$ cat src/rtl/ctr_pkg.sv
package ctr_pkg;
  typedef enum logic [1:0] {
    ST_IDLE = 2'd0,
    ST_WAIT = 2'd1,
    ST_PUSH = 2'd2
  } seq_state_t;
endpackage

$ cat src/rtl/ctr_block_reg.sv
module ctr_block_reg #(
  parameter int BLK_W = 128,
  parameter int CNT_W = 32
) (
  input  logic             clk,
  input  logic             rst,
  input  logic             load,
  input  logic [BLK_W-1:0] load_val,
  input  logic             inc,
  output logic [BLK_W-1:0] value
);
  localparam int HI_W = BLK_W - CNT_W;

  logic [CNT_W-1:0] cnt_q;

  always_ff @(posedge clk) begin
    if (rst)       cnt_q <= '0;
    else if (load) cnt_q <= load_val[CNT_W-1:0];
    else if (inc)  cnt_q <= cnt_q + {{(CNT_W-1){1'b0}}, 1'b1};
  end

  generate
    if (HI_W > 0) begin : g_fixed_hi
      logic [HI_W-1:0] hi_q;
      always_ff @(posedge clk) begin
        if (rst)       hi_q <= '0;
        else if (load) hi_q <= load_val[BLK_W-1:CNT_W];
      end
      assign value = {hi_q, cnt_q};
    end else begin : g_all_count
      assign value = cnt_q;
    end
  endgenerate
endmodule

$ cat src/rtl/ctr_seq.sv
module ctr_seq
  import ctr_pkg::*;
(
  input  logic clk,
  input  logic rst,
  input  logic enable,
  input  logic in_empty,
  input  logic out_full,
  input  logic eng_done,
  output logic capture,
  output logic finish,
  output logic in_pop,
  output logic eng_start,
  output logic ctr_inc,
  output logic busy
);
  seq_state_t state_q;

  assign capture = (state_q == ST_IDLE) && enable && !in_empty && !out_full;
  assign finish  = (state_q == ST_WAIT) && eng_done;
  assign ctr_inc = (state_q == ST_PUSH);
  assign busy    = (state_q != ST_IDLE);

  always_ff @(posedge clk) begin
    if (rst) begin
      state_q   <= ST_IDLE;
      in_pop    <= 1'b0;
      eng_start <= 1'b0;
    end else begin
      in_pop    <= capture;
      eng_start <= capture;
      case (state_q)
        ST_IDLE: if (capture) state_q <= ST_WAIT;
        ST_WAIT: if (eng_done) state_q <= ST_PUSH;
        default: state_q <= ST_IDLE;
      endcase
    end
  end

  // in_pop and eng_start are always raised together, once per block
  AST_POP_WITH_START: assert property (@(posedge clk) disable iff (rst)
    in_pop == eng_start);
  AST_START_ONE_CYCLE: assert property (@(posedge clk) disable iff (rst)
    eng_start |=> !eng_start);
endmodule

$ cat src/rtl/ctr_mix.sv
module ctr_mix #(
  parameter int BLK_W = 128
) (
  input  logic             clk,
  input  logic             rst,
  input  logic             capture,
  input  logic             finish,
  input  logic [BLK_W-1:0] in_data,
  input  logic [BLK_W-1:0] eng_out,
  output logic             out_push,
  output logic [BLK_W-1:0] out_data
);
  logic [BLK_W-1:0] word_q;

  always_ff @(posedge clk) begin
    if (rst) begin
      word_q   <= '0;
      out_push <= 1'b0;
      out_data <= '0;
    end else begin
      if (capture) word_q <= in_data;
      out_push <= finish;
      if (finish) out_data <= eng_out ^ word_q;
    end
  end

  AST_PUSH_ONE_CYCLE: assert property (@(posedge clk) disable iff (rst)
    out_push |=> !out_push);
endmodule

$ cat src/rtl/ctr_keystream_ctrl.sv
module ctr_keystream_ctrl #(
  parameter int BLK_W = 128,
  parameter int CNT_W = 32
) (
  input  logic             clk,
  input  logic             rst,
  input  logic             enable,
  input  logic             dir_decrypt,
  input  logic             ctr_load_en,
  input  logic [BLK_W-1:0] ctr_load_val,
  output logic [BLK_W-1:0] ctr_value,
  input  logic             in_empty,
  input  logic [BLK_W-1:0] in_data,
  output logic             in_pop,
  input  logic             out_full,
  output logic             out_push,
  output logic [BLK_W-1:0] out_data,
  output logic             eng_start,
  output logic [BLK_W-1:0] eng_in,
  input  logic             eng_done,
  input  logic [BLK_W-1:0] eng_out
);
  logic capture, finish, ctr_inc, busy, load_ok;
  logic dir_unused;

  assign dir_unused = dir_decrypt;
  assign load_ok    = ctr_load_en && !enable && !busy;
  assign eng_in     = ctr_value;

  ctr_seq i_seq (
    .clk(clk), .rst(rst), .enable(enable), .in_empty(in_empty),
    .out_full(out_full), .eng_done(eng_done), .capture(capture),
    .finish(finish), .in_pop(in_pop), .eng_start(eng_start),
    .ctr_inc(ctr_inc), .busy(busy)
  );

  ctr_block_reg #(.BLK_W(BLK_W), .CNT_W(CNT_W)) i_ctr (
    .clk(clk), .rst(rst), .load(load_ok), .load_val(ctr_load_val),
    .inc(ctr_inc), .value(ctr_value)
  );

  ctr_mix #(.BLK_W(BLK_W)) i_mix (
    .clk(clk), .rst(rst), .capture(capture), .finish(finish),
    .in_data(in_data), .eng_out(eng_out), .out_push(out_push),
    .out_data(out_data)
  );

  AST_CNT_STEP: assert property (@(posedge clk) disable iff (rst)
    out_push |=> ctr_value[CNT_W-1:0] == $past(ctr_value[CNT_W-1:0]) + 1'b1);
  AST_NO_CARRY: assert property (@(posedge clk) disable iff (rst)
    out_push |=> ctr_value[BLK_W-1:CNT_W] == $past(ctr_value[BLK_W-1:CNT_W]));
  AST_CTR_HOLD: assert property (@(posedge clk) disable iff (rst)
    (!out_push && !ctr_load_en) |=> $stable(ctr_value));
  AST_LOAD_BLOCKED: assert property (@(posedge clk) disable iff (rst)
    (ctr_load_en && enable && !out_push) |=> $stable(ctr_value));
  AST_START_GATED: assert property (@(posedge clk) disable iff (rst)
    eng_start |-> $past(enable && !in_empty && !out_full));
endmodule

$ cat config.mk
export PLATFORM = sky130hd
export DESIGN_NAME = ctr_keystream_ctrl
export DESIGN_NICKNAME = d
export VERILOG_FILES = /design/src/rtl/ctr_pkg.sv /design/src/rtl/ctr_block_reg.sv /design/src/rtl/ctr_seq.sv /design/src/rtl/ctr_mix.sv /design/src/rtl/ctr_keystream_ctrl.sv
export SDC_FILE = /design/constraint.sdc
export NUM_CORES = 1
export LEC_CHECK = 0
export BUFFER_PORTS_ARGS = -buffer_cell sky130_fd_sc_hd__buf_2
export CAP_MARGIN = 15
export CORE_AREA = 2 2 306 308
export CTS_CLUSTER_DIAMETER = 200
export DETAILED_ROUTE_END_ITERATION = 7
export DIE_AREA = 0 0 308 310
export SYNTH_ARGS = -nofsm -noshare
export SYNTH_HDL_FRONTEND = slang
export SYNTH_SLANG_ARGS = --single-unit
$ cat constraint.sdc
create_clock -name clk -period 3.4 [get_ports clk]
set_input_delay 0.17 -clock clk [delete_from_list [all_inputs] [get_ports clk]]
set_output_delay 0.17 -clock clk [all_outputs]
set_load 0.02 [all_outputs]
Word level (Yosys, flattened, before mapping)

Cells that the tools add are included.
Widths: inputs -> output; s select.

Register bits: 388
Bits of input ports: 392
Output and inout bits: 387
Word-level logic and storage cells: 32

Eq/ne operators: 4
Mux-type cells: 5
Bitwise gates (word level): 1
Add/sub/neg operators: 1
Reduce and logical (&&, ||, !) cells: 14

Operators with widths:

| operator              | count |
|---|---|
| $xor 128x128->128     | 1 |
| $mux 32               | 2 |
| $add 32x1->32 const B | 1 |
| $logic_and 1x1->1     | 6 |
| $logic_not 1->1       | 4 |
| $mux 2                | 2 |
| $ne 2x2->1 const B    | 2 |
| $pmux 2 s2            | 1 |
| $reduce_bool 2->1     | 2 |
| $eq 2x1->1 const B    | 1 |
| $eq 2x2->1 const B    | 1 |
| $logic_not 2->1       | 1 |
| $reduce_and 2->1      | 1 |

Depth between registers and ports, before layout

Gate-level depths: netlist (run 1).

Depth in word-level cells: 6
Mapped depth: 7

By module

Synthesis (run 1) repeated with hierarchy kept, for this count alone.

Cells, all modules: 1670
Area total of the unflattened synthesis: 16836.1 um^2

By module, submodules not included:

| module             | instances | cells each | sequential area each (um^2) | area an instance (um^2) |
|---|---|---|---|---|
| ctr_mix            | 1         | 970        | 5144.9                      | 10441.3 |
| ctr_block_reg      | 1         | 558        | 2562.5                      | 5282.6 |
| ctr_keystream_ctrl | 1         | 129        | 0.0                         | 973.4 |
| ctr_seq            | 1         | 13         | 60.1                        | 138.9 |

Worst setup path before layout (run 1)

Ideal clock, no wire load.

Path type: flip-flop to flip-flop
Start point: register i_ctr.cnt_q[0]
End point: register i_ctr.cnt_q[22]
Path slack: 1.409 ns
Cell stages (with the launch flop): 7
Data arrival time: 1.905 ns
Buffers on the path: 0
Period minus slack after synthesis: 1.991 ns
Path through: dfxtp_1 > ha_1 > nand4_1 > nor4_4 > nand4_1 > xor2_1 > a211oi_1

Cells in the longest elaborated chain, start to end: 3

RTL lines:

| item                   | RTL line            | RTL |
|---|---|---|
| from (decl)            | ctr_block_reg.sv:14 | `logic [CNT_W-1:0] cnt_q;` |
| from (signal assigned) | ctr_block_reg.sv:18 | `else if (load) cnt_q <= load_val[CNT_W-1:0];` |
| from (signal assigned) | ctr_block_reg.sv:19 | `else if (inc) cnt_q <= cnt_q + {{(CNT_W-1){1'b0}}, 1'b1};` |
| $add 32x1->32          | ctr_block_reg.sv:19 |  |
| $mux 32                | ctr_block_reg.sv:19 |  |
| $mux 32                | ctr_block_reg.sv:18 |  |

No other way between the ends. The select of a mux whose other input is x is not followed.
A chain may end at the register's enable or synchronous reset.

Worst setup path after layout (run 1)

Start point: register i_ctr.cnt_q[1]
End point: register i_ctr.cnt_q[24]

The elaborated chain is that of the path after synthesis.

==> results.yml, run 1 <==
outcome:
  status: "completed"
yosys:
  synthTopCellsByArea: "dfxtp_1 (49%), nand2_1 (11%), a21oi_1 (7.5%)"
  synthArstFlopShare_pct: 0
  synth_ff_type: "dfxtp_1"
  synthCells: 1886
  synth-seq-cells: 388
  syn_area_per_cell_um2: 8.38
  synth_nets: 2279
  syn_area_mm2: 0.0158
  synth_top_area_share_pct: 49.1
  synth_largest_area_cell: "dfxtp_1"
  synth_most_common_cell: "nand2_1"
  synth_warnings: 0
  synth_cell_types: 45
  ys_seq_area_share_pct: 49.1
  synthTopCellsByCount: "nand2_1 (463), dfxtp_1 (388), a21oi_1 (238), nor2_1 (154), a211oi_1 (138)"
  synth_edf_count: 0
die:
  initial_utilization_pct: 17.1
  die_area_mm2: 0.0955
  fp.dieH_um: 310
  io_pins: 779
  die_x_um: 308
  core-area_mm2: 0.0925
  rows: 112
power:
  power-per-cell-area_mw_per_mm2: 454
  power.leakage_nw: 10.7
  peakVddDrop_mv: 0.330
  power_mw: 11.5
critical_path:
  cp-start-kind: "register"
  crit_path_top_delay_cell: "nor4_4"
  worst_r2r_path_depth: 6
  crit_chain: "ha_1, nand4_1, nor4_4, nand4_1, xor2_1, a211oi_1"
  cp-end-kind: "register"
  crit_family: "simple AND/OR/NAND/NOR gates"
  crit_required_ns: 3.91
  worst_path_largest_cell_delay_ns: 0.58
  critical_path.max_fanout: 8
  worstPathArrival_ns: 2.87
  path_buf_inv: 0
  rrSetupSlack_ns: 1.03
  r2r-end: "i_ctr.cnt_q[24]"
  path_class: "reg2reg"
  reg2reg_from: "i_ctr.cnt_q[1]"
  crit_top_cell: "nand4_1"
routing:
  wl_met3_um: 4910
  wl_um: 62800
  wl_met1_um: 25600
  drt_iter0_drc: 1012
  met2_length_um: 29500
  first_pass_iters: 5
  dr_total_vias: 16500
  drc: 0
  wire_per_inst_um: 15.4
  highest_layer: "met5"
  ant_nets: 0
  vias_per_cell: 4.03
timing:
  max_freq_ghz: 0.422
  whs_ns: 0.0278
  max_slew_margin_pct: 28.2
  fin_crit_sh_pct: 69.6
  worst_slew_pin_slew_ns: 1.08
  finalSetupTns_ns: 0
  finalMaxSlewViolations: 0
  rsz0062_at_grt: "no"
  finalCriticalPeriod_ns: 2.37
  worst_clock_skew_ns: 0.0141
  finalHoldViolCount: 0
  setup_viol: 0
clock_network:
  h-tree-depth: 2
  clk_pin_slew_ns: 0.06
  clkLatencyLatePin_ns: 0.59
  clock-sinks: 388
  cts-resized-gates: 0
  cts_tree: "built"
  cts-root-buf: "clkbuf_16"
  cts_buffer_depth: 3
  cts_buffers: 45
  cts-hold-fix-buffers: 381
  cts_setup_buffers: 0
min_path:
  hold_start: "eng_out[96]"
  whs_endpoint: "i_mix.out_data[96]"
  holdPathStages: 3
  hp-class: "in2reg"
job:
  cap_viol_max_count: 0
global_route:
  gr-usage-all-layers_pct: 12.1
  grt_max_degree: 117
  first_global_vias: 15400
  grt_pass1_wl_um: 89100
  antenna_found_initial: 10
  gr-total-overflow: 0
final_layout:
  final_core_util_pct: 27.5
  area_delta_synth_final_pct: 60.7
  drive_gt1_share_pct: 30.9
  fin_area_mm2: 0.0254
  nNetsFinal: 3250
place:
  dp_hpwl_um: 43400
  post_dp_cell_area_mm2: 0.0201
  port_buffers: 777
  routabilityCongestion: 0.812
how the worst max path moves through the flow:
stage	depth (start not counted)	slack [ns]	startpoint	endpoint
CTS	6	1.07	i_ctr.cnt_q[0]	i_ctr.cnt_q[24]
detailed placement	6	1.10	i_ctr.cnt_q[0]	i_ctr.cnt_q[24]
global placement	6	1.11	i_ctr.cnt_q[0]	i_ctr.cnt_q[24]
global route	6	0.89	i_ctr.cnt_q[1]	i_ctr.cnt_q[30]
floorplan	6	1.41	i_ctr.cnt_q[0]	i_ctr.cnt_q[22]
finish	6	1.03	i_ctr.cnt_q[1]	i_ctr.cnt_q[24]
worst min-delay path, cell delays in order:
cell and delay [ns]:
buf_2 0.10, xnor2_1 0.21, a211oi_1 0.10
flip-flops by register name, summed over array words and instances, names as in the netlist:
name,cells
i_mix.out_data,128
i_mix.word_q,128
i_ctr.g_fixed_hi.hi_q,96
i_ctr.cnt_q,32
i_seq.state_q,2
i_mix.out_push,1
i_seq.in_pop,1
cell usage in the layout (no fill, tap or decap), types with 4 or more instances in the layout:
cell / n
a211oi_1: 138
a211oi_2: 6
a21oi_1: 238
a2bb2oi_1: 4
and3_1: 5
buf_12: 12
buf_2: 776
buf_4: 16
clkbuf_1: 8
clkbuf_16: 45
clkbuf_8: 12
clkinv_2: 8
dfxtp_1: 388
dlygate4sd3_1: 381
nand2_1: 462
nand3_1: 20
nand4_1: 13
nor2_1: 154
or3_1: 4
xnor2_1: 130
xor2_1: 14
report_power, final:
part | leakage, nW | internal, mW | switching [mW]
combinational | 6.76 | 0.814 | 0.896
sequential | 3.16 | 4.72 | 0.140
clock | 0.742 | 2.92 | 2.03
metal layers:
metal | vias up | track usage [%]
met5 | - | 0
met3 | 133 | 3.61
met1 | 7619 | 14.4
met4 | 6 | 5.73
met2 | 643 | 19.9
li1 | 8085 | -
cell type report:
cell class	count	area, um^2
fillers	9752	67100
repair buffers	1186	8070
flip-flops and latches	388	7770
multi-input cells	1235	6550
well taps	1197	1500
clock buffers	65	1320
clock inverters	15	179
diodes	2	5.00
inverters	1	3.75
cell families (layout without fill, tap and decap cells):
group	Yosys count	after routing	share of synthesized area, %
AND/OR/NAND/NOR	687	687	17.6
AO/OA/AOI/OAI	400	400	15.4
flip-flops	388	388	49.1
buffers and inverters	263	1267	9.58
XOR/XNOR	144	144	7.98
multiplexers	3	3	0.190
adder cells (fa/ha/maj)	1	1	0.0792
other	0	2	0
stage by stage:
step	worst slack, ns	cells
finish	1.03	4089
CTS	1.07	4087
global route	0.886	4089
detailed placement	1.10	3626
floorplan	1.41	1886
global placement	1.11	3626
Power figures use the tool's default switching activity.
==> run 2, diff against run 1 <==
clock period = 2 ns   (was 3.4 ns; I/O delays follow)
==> run 2 against run 1 <==
Against the previous run: setup slack lost 0.94 ns; sequential power grew 70%; sequential share of layout area shrank 0.91 points; largest power group unchanged; global-route usage grew 0.51 points; routed wire length grew 5.4%; clock skew shrank 0.0032 ns; power grew 77%; register-to-register slack lost 0.94 ns; core utilization grew 0.86 points; largest cell class unchanged; combinational power grew 79%.
==> results.yml, run 2 (synthesis gave the netlist of run 1 again) <==
clock_network:
  h-tree-depth: 2
  cts_buffer_depth: 3
  clkLatencyLatePin_ns: 0.60
  cts_tree: "built"
  cts_buffers: 48
  clock-sinks: 388
  clk_pin_slew_ns: 0.06
  cts-root-buf: "clkbuf_16"
timing:
  finalMaxSlewViolations: 0
  finalCriticalPeriod_ns: 1.91
  worst_clock_skew_ns: 0.0109
  max_slew_margin_pct: 62.5
  fin_crit_sh_pct: 95.3
  finalHoldViolCount: 0
  setup_slack_ns: 0.0938
  worst_slew_pin_slew_ns: 0.558
  finalSetupTns_ns: 0
  max_freq_ghz: 0.525
  setup_viol: 0
  rsz0062_at_grt: "no"
routing:
  wire_per_inst_um: 15.9
  wl_um: 66200
  vias_per_cell: 4.04
  first_pass_iters: 7
  drc: 0
  drt_iter0_drc: 871
  ant_nets: 0
  dr_total_vias: 16800
place:
  place_ws_ns: 0.156
  post_dp_cell_area_mm2: 0.0205
  port_buffers: 777
  routabilityCongestion: 0.825
  dp_hpwl_um: 45000
die:
  io_pins: 779
  fp.dieH_um: 310
  rows: 112
  die_x_um: 308
  initial_utilization_pct: 17.1
  core-area_mm2: 0.0925
  die_area_mm2: 0.0955
global_route:
  grt_max_degree: 76
  gr-total-overflow: 0
  grt_pass1_wl_um: 93100
  antenna_found_initial: 9
  gr-usage-all-layers_pct: 12.6
  first_global_vias: 16200
critical_path:
  crit_required_ns: 2.48
  cp-start-kind: "register"
  critical_path.max_fanout: 11
  crit_family: "simple AND/OR/NAND/NOR gates"
  worstPathArrival_ns: 2.39
  cp-end-kind: "register"
  path_class: "reg2reg"
  worst_path_largest_cell_delay_ns: 0.66
  path_buf_inv: 1
  crit_chain: "or4b_4, nand3_1, a21oi_1, dlygate4sd3_1"
  crit_path_top_delay_cell: "or4b_4"
final_layout:
  final_core_util_pct: 28.3
  area_delta_synth_final_pct: 65.7
  nFillCells: 9630
  final_cell_mix: "buf_2 (776), nand2_1 (462), dlygate4sd3_1 (392), dfxtp_1 (386), a21oi_1 (238)"
  fin_area_mm2: 0.0262
  final_common_cell: "buf_2"
  multi_input_comb_area_mm2: 0.00656
  reg_top3: "i_mix.out_data x128, i_mix.word_q x128, i_ctr.g_fixed_hi.hi_q x96"
  drive_gt1_share_pct: 32.0
  nNetsFinal: 3315
  register_area_mm2: 0.00777
power:
  peakVddDrop_mv: 0.549
  power_mw: 20.4
  power.leakage_nw: 11.1
  power-per-cell-area_mw_per_mm2: 780
outcome:
  status: "completed"
min_path:
  hp-class: "in2reg"
job:
  cap_viol_max_count: 0
[run 2: changes by cell type in the layout (fill, tap and decap cells not counted), sizes merged, moves of 2 or more]
cell         change
clkinvlp         +2
clkbuf          +11
clkinv           -5
buf             +48
bufinv           +2
dlygate4sd3     +11
[run 2: layout make-up]
class                           count  share of cell area [%]
Tap cell                         1197                    5.72
Clock buffer                       74                    5.43
Multi-Input combinational cell   1236                    25.0
Sequential cell                   388                    29.7
Timing Repair Buffer             1247                    33.2
Clock inverter                     15                   0.865
Antenna cell                        3                  0.0287
Inverter                            1                  0.0143
[run 2: path summary, 6_finish.rpt]
path / from / end / slack, ns / cells after the start
setup reg to reg: i_seq.state_q[0] / i_ctr.cnt_q[1] / 0.09 / 4
setup / recovery: i_seq.state_q[0] / i_ctr.cnt_q[1] / 0.09 / 4
hold / removal: eng_out[93] / i_mix.out_data[93] / 0.04 / 3
hold reg to reg: i_ctr.g_fixed_hi.hi_q[30] / i_ctr.g_fixed_hi.hi_q[30] / 0.46 / 2
[run 2: layer usage]
metal  share of wire (%)  vias to the layer above  track usage [%]  routed length, um
met5               0.066                        -                0                 44
met4                 4.6                        6             6.83               3070
met3                 7.6                      144             3.48               5030
met2                  46                      707             20.5              30600
met1                  41                     7732             14.9              27400
li1                    -                     8220                -                  -
[run 2: worst register-to-register path, stage by stage (launching register included)]
cell and delay (ns):
dfxtp_2 0.37, or4b_4 0.67, nand3_1 0.14, a21oi_1 0.07
dlygate4sd3_1 0.56
[run 2: power breakdown]
group | switching (mW) | internal (mW) | leakage [nW]
sequential | 0.221 | 8.03 | 3.16
clock | 3.57 | 5.54 | 0.795
combinational | 1.60 | 1.47 | 7.14
total | 5.39 | 15.0 | 11.1
[run 2: timing repair]
item,CTS,global route
setup buffers,0,3
hold endpoints to repair,386,0
hold buffers,392,0
endpoints found under the setup margin,0,5
gates resized for setup,0,3
[run 2: through the flow]
step	cells	hold slack [ns]
2_1_floorplan	1886	0.236
3_3_place_gp	3671	0.333
3_5_place_dp	3671	0.344
4_1_cts	4152	0.0000606
5_1_grt	4159	0.0494
6_report	4161	0.0368
